## config.mk

```make
export PLATFORM = sky130hd
export DESIGN_NAME = cp_handshake_seq
export DESIGN_NICKNAME = d
export VERILOG_FILES = /design/src/rtl/cphs_pkg.sv /design/src/rtl/cphs_decode.sv /design/src/rtl/cphs_fsm.sv /design/src/rtl/cphs_outputs.sv /design/src/rtl/cp_handshake_seq.sv
export SDC_FILE = /design/constraint.sdc
export NUM_CORES = 1
export LEC_CHECK = 0
export ABC_AREA = 1
export BUFFER_PORTS_ARGS = -buffer_cell sky130_fd_sc_hd__buf_4
export CORE_AREA = 4 4 41 43
export CTS_BUF_LIST = sky130_fd_sc_hd__clkbuf_8
export DETAILED_ROUTE_END_ITERATION = 8
export DIE_AREA = 0 0 45 47
export PLACE_DENSITY = 0.68
export SLEW_MARGIN = 20
export SYNTH_ARGS = -nofsm -noshare
export SYNTH_HDL_FRONTEND = slang
export SYNTH_SLANG_ARGS = --single-unit
```

## constraint.sdc

```tcl
create_clock -name clk -period 1.24 [get_ports clk]
set_input_delay 0 -clock clk [delete_from_list [all_inputs] [get_ports clk]]
set_output_delay 0 -clock clk [all_outputs]
set_load 0.01 [all_outputs]
```

## src/rtl/cphs_pkg.sv

```systemverilog
package cphs_pkg;

    localparam int HS_W = 2;

    typedef enum logic [HS_W-1:0] {
        HS_WAIT   = 2'b00,
        HS_GO     = 2'b01,
        HS_ABSENT = 2'b10,
        HS_LAST   = 2'b11
    } hs_code_e;

    typedef enum logic [1:0] {
        ST_IDLE     = 2'b00,
        ST_BUSYWAIT = 2'b01,
        ST_EXEC     = 2'b10,
        ST_TRAP     = 2'b11
    } seq_state_e;

    typedef struct packed {
        logic is_absent;
        logic is_wait;
        logic is_go;
        logic is_last;
    } hs_class_t;

endpackage

```

## src/rtl/cphs_decode.sv

```systemverilog
module cphs_decode
    import cphs_pkg::*;
#(
    parameter int CODE_W = HS_W
) (
    input  logic [CODE_W-1:0] code,
    output hs_class_t         cls
);
    always_comb begin
        cls = '0;
        unique case (hs_code_e'(code))
            HS_ABSENT: cls.is_absent = 1'b1;
            HS_WAIT:   cls.is_wait   = 1'b1;
            HS_GO:     cls.is_go     = 1'b1;
            HS_LAST:   cls.is_last   = 1'b1;
            default:   cls.is_absent = 1'b1;
        endcase
    end
endmodule

```

## src/rtl/cphs_fsm.sv

```systemverilog
module cphs_fsm
    import cphs_pkg::*;
(
    input  logic       clk,
    input  logic       rst,
    input  logic       cp_enter,
    input  hs_class_t  dec_cls,
    input  hs_class_t  exe_cls,
    input  logic       irq,
    input  logic       abort_cancel,
    output seq_state_e state_q,
    output logic       final_q,
    output logic       irq_q
);
    seq_state_e state_n;
    logic       final_n;
    logic       first_q;
    logic       first_n;
    logic       irq_n;
    logic       kill;

    // An instruction dies if the cancel input is high as its first execute-stage cycle closes
    assign kill = abort_cancel && first_q;

    always_ff @(posedge clk) begin
        if (rst) begin
            state_q <= ST_IDLE;
            final_q <= 1'b0;
            first_q <= 1'b0;
            irq_q   <= 1'b0;
        end else begin
            state_q <= state_n;
            final_q <= final_n;
            first_q <= first_n;
            irq_q   <= irq_n;
        end
    end

    always_comb begin
        state_n = state_q;
        final_n = final_q;
        first_n = 1'b0;
        irq_n   = 1'b0;
        unique case (state_q)
            ST_IDLE: begin
                if (cp_enter) begin
                    first_n = 1'b1;
                    if (dec_cls.is_absent)      state_n = ST_TRAP;
                    else if (dec_cls.is_wait)   state_n = ST_BUSYWAIT;
                    else begin
                        state_n = ST_EXEC;
                        final_n = dec_cls.is_last;
                    end
                end
            end
            ST_TRAP: begin
                state_n = ST_IDLE;
            end
            ST_BUSYWAIT: begin
                if (irq) begin
                    state_n = ST_IDLE;
                    irq_n   = 1'b1;
                end else if (kill) begin
                    state_n = ST_IDLE;
                end else if (exe_cls.is_absent) begin
                    state_n = ST_TRAP;
                end else if (exe_cls.is_go || exe_cls.is_last) begin
                    state_n = ST_EXEC;
                    final_n = exe_cls.is_last;
                end
            end
            ST_EXEC: begin
                if (kill) begin
                    state_n = ST_IDLE;
                end else if (final_q) begin
                    state_n = ST_IDLE;
                    if (cp_enter) begin
                        first_n = 1'b1;
                        if (dec_cls.is_absent)    state_n = ST_TRAP;
                        else if (dec_cls.is_wait) state_n = ST_BUSYWAIT;
                        else begin
                            state_n = ST_EXEC;
                            final_n = dec_cls.is_last;
                        end
                    end
                end else if (exe_cls.is_absent) begin
                    state_n = ST_TRAP;
                end else if (exe_cls.is_wait) begin
                    state_n = ST_BUSYWAIT;
                end else begin
                    state_n = ST_EXEC;
                    final_n = exe_cls.is_last;
                end
            end
            default: state_n = ST_IDLE;
        endcase
    end
endmodule

```

## src/rtl/cphs_outputs.sv

```systemverilog
module cphs_outputs
    import cphs_pkg::*;
(
    input  logic       clk,
    input  logic       rst,
    input  seq_state_e state_q,
    input  logic       irq_q,
    input  logic       abort_cancel,
    output logic       pass,
    output logic       stall,
    output logic       undef_trap,
    output logic       irq_taken,
    output logic       late_cancel
);
    logic lc_q;

    always_ff @(posedge clk) begin
        if (rst) lc_q <= 1'b0;
        else     lc_q <= abort_cancel;
    end

    always_comb begin
        pass       = 1'b0;
        stall      = 1'b0;
        undef_trap = 1'b0;
        unique case (state_q)
            ST_IDLE:     ;
            ST_BUSYWAIT: begin
                pass  = 1'b1;
                stall = 1'b1;
            end
            ST_EXEC:     pass = 1'b1;
            ST_TRAP:     undef_trap = 1'b1;
            default:     ;
        endcase
        irq_taken   = irq_q;
        late_cancel = lc_q;
    end
endmodule

```

## src/rtl/cp_handshake_seq.sv

```systemverilog
module cp_handshake_seq
    import cphs_pkg::*;
#(
    parameter int CODE_W = HS_W
) (
    input  logic              clk,
    input  logic              rst,
    input  logic              cp_enter,
    input  logic [CODE_W-1:0] hs_dec,
    input  logic [CODE_W-1:0] hs_exe,
    input  logic              irq,
    input  logic              abort_cancel,
    output logic              pass,
    output logic              stall,
    output logic              late_cancel,
    output logic              undef_trap,
    output logic              irq_taken
);
    localparam int N_BUS   = 2;
    localparam int BUS_DEC = 0;
    localparam int BUS_EXE = 1;

    logic [N_BUS-1:0][CODE_W-1:0] bus;
    hs_class_t                    cls [N_BUS];
    seq_state_e                   state_q;
    logic                         final_q;
    logic                         irq_q;

    assign bus[BUS_DEC] = hs_dec;
    assign bus[BUS_EXE] = hs_exe;

    for (genvar g = 0; g < N_BUS; g++) begin : g_dec
        cphs_decode #(.CODE_W(CODE_W)) u_dec (
            .code (bus[g]),
            .cls  (cls[g])
        );
    end

    cphs_fsm u_fsm (
        .clk          (clk),
        .rst          (rst),
        .cp_enter     (cp_enter),
        .dec_cls      (cls[BUS_DEC]),
        .exe_cls      (cls[BUS_EXE]),
        .irq          (irq),
        .abort_cancel (abort_cancel),
        .state_q      (state_q),
        .final_q      (final_q),
        .irq_q        (irq_q)
    );

    cphs_outputs u_out (
        .clk          (clk),
        .rst          (rst),
        .state_q      (state_q),
        .irq_q        (irq_q),
        .abort_cancel (abort_cancel),
        .pass         (pass),
        .stall        (stall),
        .undef_trap   (undef_trap),
        .irq_taken    (irq_taken),
        .late_cancel  (late_cancel)
    );
endmodule

```

==> metrics list, run 1 <==
* CTS tree: done
- Global-route usage over all layers: 14.3%
* FF+latch count, synth: 6
* Detailed-route wire length per cell: between 10 and 15 µm
- Port bufs: 13
* # DRC: 0
- Setup violations remaining at the end of the flow were counted as 3.
- Critical Path RT: approximately 1.4 ns
- Number of antenna diodes: 0
- For the worst setup path, the data arrival time is 1.41 ns.
* Pins Over Slew Limit: 0
- Counting I/O delays and the setup requirement, the final critical path takes 1.26 ns.
- For met3 alone, demand over resource in global routing was 6.51%.
- Worst clock skew on the final layout: around 0.00033 ns
- In this run, CTS created clock tree buffers numbering 3.
* Leftover overflow at the end of global routing: 0
- The slowest stage of the critical path is the sky130_fd_sc_hd__dfxtp_2 cell.
- In this run the standard cell core region covers 1300 µm².
* Sequential-to-total area share from yosys stat: 23.9%
* Initial cell density of the core: between 30% and 40%
- The tool flagged a number of max-cap violations equal to 0.
* Violated checks: negative setup slack
- The clock passes through at most 2 buffers.
- The number of different library cells used by synthesis comes to 19.
- Static Leak: 0.436 nW
- Worst rel slew slack: 85.6%
- The number of global-route vias before repair came to 572.
* Initial DRC count: 17
- Routability-driven placement finished with a final weighted congestion of 0.813.
* Slowest Stage Delay on Critical Path: 0.32 ns
* Synthesized Nets: 97
* Busiest layer in global routing: met2
- The worst hold path belongs to the class in -> reg.
* Routing usage on met1: 15.3%
* Number of endpoints with negative hold slack in the final report: 0
- In the final layout, the share of cells above drive strength 1 is 44.5%.
* Post-synthesis instance area: 502 µm²
- Vias per std cell: 4.50
- Final Non-Filler Cells: 125
- The die covers 2120 µm².
- Wire length of the first global-routing pass: 2160 µm
- Crit-path max FO: 6
- H-tree depth reported by CTS: 1
* Growth of design area from synthesis to finish: 66.3%
- Crit-path cells: buf_6 > ha_4 > inv_4 > nand2_2 > nand2_2 > nand3_2 > nor2_1 > nand3_1 > a21oi_2
- In this run the remaining antenna-violating nets after routing total 0.
- After detailed placement, the design holds a cell count of 117.
- The floorplan step set the die height to 47 µm.
- The root buffer cell chosen for the clock tree is sky130_fd_sc_hd__clkbuf_8.
* Worst IR Drop VDD: 1300 µV
- STA classifies the critical path endpoint as a flip-flop.
* Number of sinks on the clock net: 6
* Initial antenna violation count: 0
- Number of nets in the layout: roughly 130
- Post-route fraction of the period consumed by the critical path: 101%
* Launching element type of the critical path: flip-flop
- Fin Setup TNS: -0.0200 ns
- The run finished, with violations left.
* Achievable clock frequency: 796 MHz
* Cell count after synthesis: 83
* Worst Setup Slack post-DPL: -0.0692 ns
* Worst Max-Slew Pin Slew: around 0.22 ns
- Number of ports placed on the die boundary: 14
- Global routing met2 resource utilization: 26.3%
- The first detailed-routing pass ran for 4 iterations.
- P per Cell Area: ~1600 nW/µm²
- Largest net degree at the start of global routing: 7
- After clock tree synthesis, the clock-pin slew on the worst setup and hold paths is 0.03 ns.
* Total wire length: around 1400 µm
- Floorplan die width: about 45 µm
- Final Total Pwr: between 1 and 1.5 mW
* Category of the most critical setup path: reg -> reg
- Setup repair after global routing missed its margin: yes
- For this run, the share of the core covered by cells in the final layout is 64.1%.
- The later pin in the worst-skew pair is clocked with a latency of 0.22 ns.
- Average footprint of a synthesized cell: between 6 and 7 µm²
- The floorplan has 13 rows.
- The routed layout has 563 vias.
* Count of yosys warnings during synthesis: 0
* Cell type with the highest occurrence count on the critical path: sky130_fd_sc_hd__nand2_2
- Once routing completed, OpenROAD measured the worst setup slack at -0.0161 ns.
- HPWL after detailed placement: 1010 µm
## flip-flops by register name, indices dropped and copies added, names as in the netlist
register	count
u_fsm.first_q	1
u_fsm.final_q	1
u_fsm.state_q	2
u_fsm.irq_q	1
u_out.late_cancel	1
## report_power, final
| part | internal [mW] | total, mW | switching, mW |
|---|---|---|---|
| Sequential | 0.240 | 0.286 | 0.0456 |
| Clock | 0.208 | 0.287 | 0.0793 |
| Combinational | 0.376 | 0.770 | 0.394 |
## per-layer routing
metal,routed length [µm],vias up,share of wire (%)
met5,0,-,0
met2,702,13,52
met4,0,0,0
li1,-,309,-
met1,581,241,43
met3,71,0,5.2
## worst paths after layout
kind	cells past startpoint	to	slack, ns	start
worst max-delay path	9	u_fsm.final_q$_SDFFE_PP0P_	-0.02	u_fsm.state_q[0]$_SDFFE_PP0P_
worst min-delay path	3	u_fsm.irq_q$_SDFF_PP0_	0.08	irq
worst max register to register	9	u_fsm.final_q$_SDFFE_PP0P_	-0.02	u_fsm.state_q[0]$_SDFFE_PP0P_
worst min register to register	2	u_fsm.final_q$_SDFFE_PP0P_	0.59	u_fsm.final_q$_SDFFE_PP0P_
## Yosys cell counts, drive strengths merged
master,instances,area share (%)
a211oi,1,1.5
nor3,1,1.0
nand2,28,22
dfxtp,6,24
nor2,4,3.0
ha,5,12
o21bai,1,1.5
clkinv,2,1.5
a21oi,5,6.5
nand3,5,5.0
inv,19,14
o21ai,4,4.7
o22ai,1,1.2
nand3b,1,1.5
## critical path, delay by kind of cell (launching register included)
kind	cells	cell delay (ns)
flip-flops	1	0.32
AO/OA/AOI/OAI	1	0.13
AND/OR/NAND/NOR	5	0.38
adder cells (fa/ha/maj)	1	0.18
buffers and inverters	2	0.17
## cells in the final DEF, fill, tap and decap left out, drive strengths merged
cell type,n
a21oi,5
buf,21
a211oi,1
o21ai,4
dfxtp,6
dlygate4sd3,3
o21bai,1
nand2,28
o22ai,1
nand3b,1
ha,5
clkinv,2
nand3,5
inv,19
nor3,1
clkbuf,3
nor2,4
## metrics by stage
| stage | instance area [µm²] | hold slack [ns] |
|---|---|---|
| final | 835 | 0.0841 |
| after detailed placement | 666 | 0.219 |
| after global routing | 835 | 0.102 |
| after CTS | 763 | 0.0769 |
| after floorplan | 504 | 0.0691 |
| after global placement | 666 | 0.215 |
## area by class of cell
type	count	area, µm²
clock buffer	3	41.3
fill	107	467
inverter	21	83.8
multi-input combinational	56	374
sequential	6	125
tap	15	18.8
timing repair buffer	24	191
## timing repair
item / in CTS / in global routing
setup endpoints to repair: 4 / 4
hold endpoints to repair: 2 / 0
resized for setup: 5 / 20
pin swaps: 0 / 6
hold buffers: 3 / 0
setup buffers: 1 / 1
## kinds of logic (layout without fill, tap and decap cells)
| kind of cell | after synthesis | after routing | share of synthesized area, % |
|---|---|---|---|
| AO/OA/AOI/OAI | 12 | 12 | 15.5 |
| adder cells (fa/ha/maj) | 5 | 5 | 12.5 |
| buffers and inverters | 21 | 48 | 15.7 |
| flip-flops | 6 | 6 | 23.9 |
| AND/OR/NAND/NOR | 39 | 39 | 32.4 |
Power figures use the tool's default switching activity.
==> run 2: changes to the inputs <==
--- a/config.mk
+++ b/config.mk
@@ -12,6 +12,7 @@
 export DETAILED_ROUTE_END_ITERATION = 8
 export DIE_AREA = 0 0 45 47
 export PLACE_DENSITY = 0.68
+export RECOVER_POWER = 50
 export SLEW_MARGIN = 20
 export SYNTH_ARGS = -nofsm -noshare
 export SYNTH_HDL_FRONTEND = slang
==> run 2 against run 1 <==
The flow still finishes with violations (negative setup slack). Non-clock buffer count unchanged. Power down 0.23%. Cell count unchanged. Clock skew unchanged. Routed wire length up 0.22%. Flip-flop and latch count unchanged. Combinational power about the same. First-iteration DRC count unchanged.
==> metrics list, run 2 (synthesized netlist as in run 1, its figures left out) <==
- The switching part of the total power is 38.7% (+0.088 points).
* Number of flip-flops in the largest register: 2 (unchanged)
* Crit path DAT: 1.41 ns (about the same)
- The net count reported at finish came to 126 (unchanged).
* Critical Path RT: 1.40 ns (about the same)
- Final Total Pwr: 1.34 mW (-0.23%)
- The deepest level of the CTS H-tree came to 1 (unchanged).
* Initial DRC count: 17 (unchanged)
- The transition time of the tightest slew-check pin came to 0.216 ns (unchanged).
- Clock-pin transition on the worst setup and hold timing paths: 0.03 ns (about the same)
* DR pass1 iterations: 4 (unchanged)
- Number of antenna diodes: 0 (unchanged)
- Antenna Nets Post-Route: 0 (unchanged)
- The reported leakage power came to 0.428 nW (-1.9%).
- The checks that failed: negative setup slack.
- Min cycle time layout: 1.26 ns (unchanged)
- The largest net degree at the start of global routing is 7 (unchanged).
* P per Cell Area: 1620 nW/µm² (+0.67%)
* Max clock buf depth: 2 (unchanged)
- The routed wire length per instance was 10.9 µm (+0.22%).
- The I/O pin count was 14 (unchanged).
* Fin Setup TNS: -0.0200 ns (unchanged)
- Floorplan row count: 13 (unchanged)
* Vias in the first global route: 572 (unchanged)
- Final setup violation count: 3 (unchanged)
* Post-route fraction of the period consumed by the critical path: 101% (unchanged)
- Pins Over Slew Limit: 0 (unchanged)
- Worst-case setup margin in the final layout: -0.0161 ns (unchanged)
- The peak ir drop on the vdd network was 1300 µV (-0.14%).
- Number of endpoints with negative hold slack in the final report: 0 (unchanged)
- The count of buffers from port buffering came to 13 (unchanged).
- The worst clock skew was 0.000328 ns (unchanged).
- Combinational share of power: 57.2% (about the same)
- The internal power is 0.821 mW (-0.38%).
- Instance count along the most critical hold path: 3 (unchanged)
- The initial antenna violation count was 0 (unchanged).
- The cell sitting at the root of the clock tree is a sky130_fd_sc_hd__clkbuf_8.
- Leaving out fill and tap cells, the most frequent cell in the layout is sky130_fd_sc_hd__nand2_1.
* Worst rel slew slack: 85.6% (unchanged)
* Total wire length: 1360 µm (+0.22%)
- Wire length of the first global-routing pass: 2160 µm (unchanged)
- Number of sinks on the clock net: 6 (unchanged)
- Leftover overflow at the end of global routing: 0 (unchanged)
* Type of the worst min-delay path: in -> reg
- The area growth from synthesis to layout is 64.8%.
* Crit-path max FO: 6 (unchanged)
- Category of the most critical setup path: reg -> reg
- Launching element type of the critical path: flip-flop
- Global-route usage over all layers: 14.3% (unchanged)
- Achievable clock frequency: 796 MHz (unchanged)
* Sequential power share: 21.3% (about the same)
* CTS tree: done
* Die boundary height: 47 µm (unchanged)
* Vias per std cell: 4.50 (unchanged)
* Die ar.: 2120 µm² (unchanged)
- The post-placement worst setup slack was -0.0692 ns (unchanged).
- The power dissipated by switching net loads is 0.519 mW (about the same).
* Number of fill cells: 107 (unchanged)
- Final Wtd Congestion: 0.813 (unchanged)
* Placed instance area: 666 µm² (unchanged)
* Number of buffers created by CTS: 3 (unchanged)
- The number of remaining DRC errors is 0 (unchanged).
* HPWL after detailed placement: 1010 µm (unchanged)
- The share of power burned in the clock network came to 21.4% (about the same).
* Area of the core: 1300 µm² (unchanged)
- Commonest non-fill, non-tap cells in the layout: 24 x sky130_fd_sc_hd__nand2_1, 18 x sky130_fd_sc_hd__buf_4, 13 x sky130_fd_sc_hd__inv_1
- Cell area after layout: 827 µm² (-0.90%)
- Setup repair after global routing missed its margin: yes
- The total via count in the routed design came to 563 (unchanged).
* Fraction of final layout cells sized beyond drive strength 1: 42.7% (-1.8 points)
* Worst Reg2Reg Path Length in Cells: 9 (unchanged)
- The count of max-cap constraint violations was 0 (unchanged).
- The die boundary width was 45 µm (unchanged).
* Clock insertion delay at the later pin of the skew report: 0.22 ns (about the same)
- Result of the run: finished with violations
* Final hold slack: 0.0841 ns (unchanged)
- Worst Setup End Kind: flip-flop
- Largest reg by FF count: u_fsm.state_q
* Initial cell density of the core: 38.6% (unchanged)
-- run 2: cell types whose count changed in the layout (fill, tap and decap cells not counted), sizes merged --
cell    delta
clkbuf     +2
buf        -2
-- run 2: area by class of cell --
type / instances / area, µm² / share of cell area, %
clock buffers: 3 / 41.3 / 4.99
repair buffers: 24 / 184 / 22.2
inverters: 21 / 83.8 / 10.1
multi-input cells: 56 / 374 / 45.2
flip-flops and latches: 6 / 125 / 15.1
well taps: 15 / 18.8 / 2.27
-- run 2: worst max-delay path, cell delays in order, from the launching register on --
cell                      delay, ns
sky130_fd_sc_hd__dfxtp_2       0.32
sky130_fd_sc_hd__buf_6         0.11
sky130_fd_sc_hd__ha_4          0.18
sky130_fd_sc_hd__inv_4         0.06
sky130_fd_sc_hd__nand2_2       0.05
sky130_fd_sc_hd__nand2_2       0.06
sky130_fd_sc_hd__nand3_2       0.07
sky130_fd_sc_hd__nor2_1        0.10
sky130_fd_sc_hd__nand3_1       0.10
sky130_fd_sc_hd__a21oi_2       0.13
-- run 2: layer usage --
metal / up-vias / GRT usage, % / part of all wire [%]
met5: - / 0 / 0
met4: 0 / 1.75 / 0
met3: 0 / 6.51 / 5.4
met2: 13 / 26.3 / 52
met1: 241 / 15.3 / 43
li1: 309 / - / -
-- run 2: final timing paths --
kind | startpoint | end | slack (ns)
max | u_fsm.state_q[0]$_SDFFE_PP0P_ | u_fsm.final_q$_SDFFE_PP0P_ | -0.02
max reg2reg | u_fsm.state_q[0]$_SDFFE_PP0P_ | u_fsm.final_q$_SDFFE_PP0P_ | -0.02
min reg2reg | u_fsm.final_q$_SDFFE_PP0P_ | u_fsm.final_q$_SDFFE_PP0P_ | 0.59
min | irq | u_fsm.irq_q$_SDFF_PP0_ | 0.08
-- run 2: through the flow --
stage	std cells	utilization, %
after CTS	124	58.7
after floorplan	83	-
after global placement	117	51.2
final	125	63.6
after detailed placement	117	51.2
after global routing	125	63.6
-- run 2: what timing repair did --
action                                  CTS  global route
cloned                                    0             0
endpoints found under the setup margin    4             4
pin swaps                                 0             6
setup buffers                             1             1
gates resized for setup                   5            20
hold buffers                              3             0
endpoints found under the hold margin     2             0
-- run 2: power groups by stage --
stage	Sequential (mW)	Combinational (mW)	Clock [mW]
floorplan	0.267	0.373	0
global placement	0.267	0.597	0
detailed placement	0.267	0.602	0
CTS	0.266	0.654	0.294
global route	0.292	0.860	0.306
finish	0.286	0.767	0.287
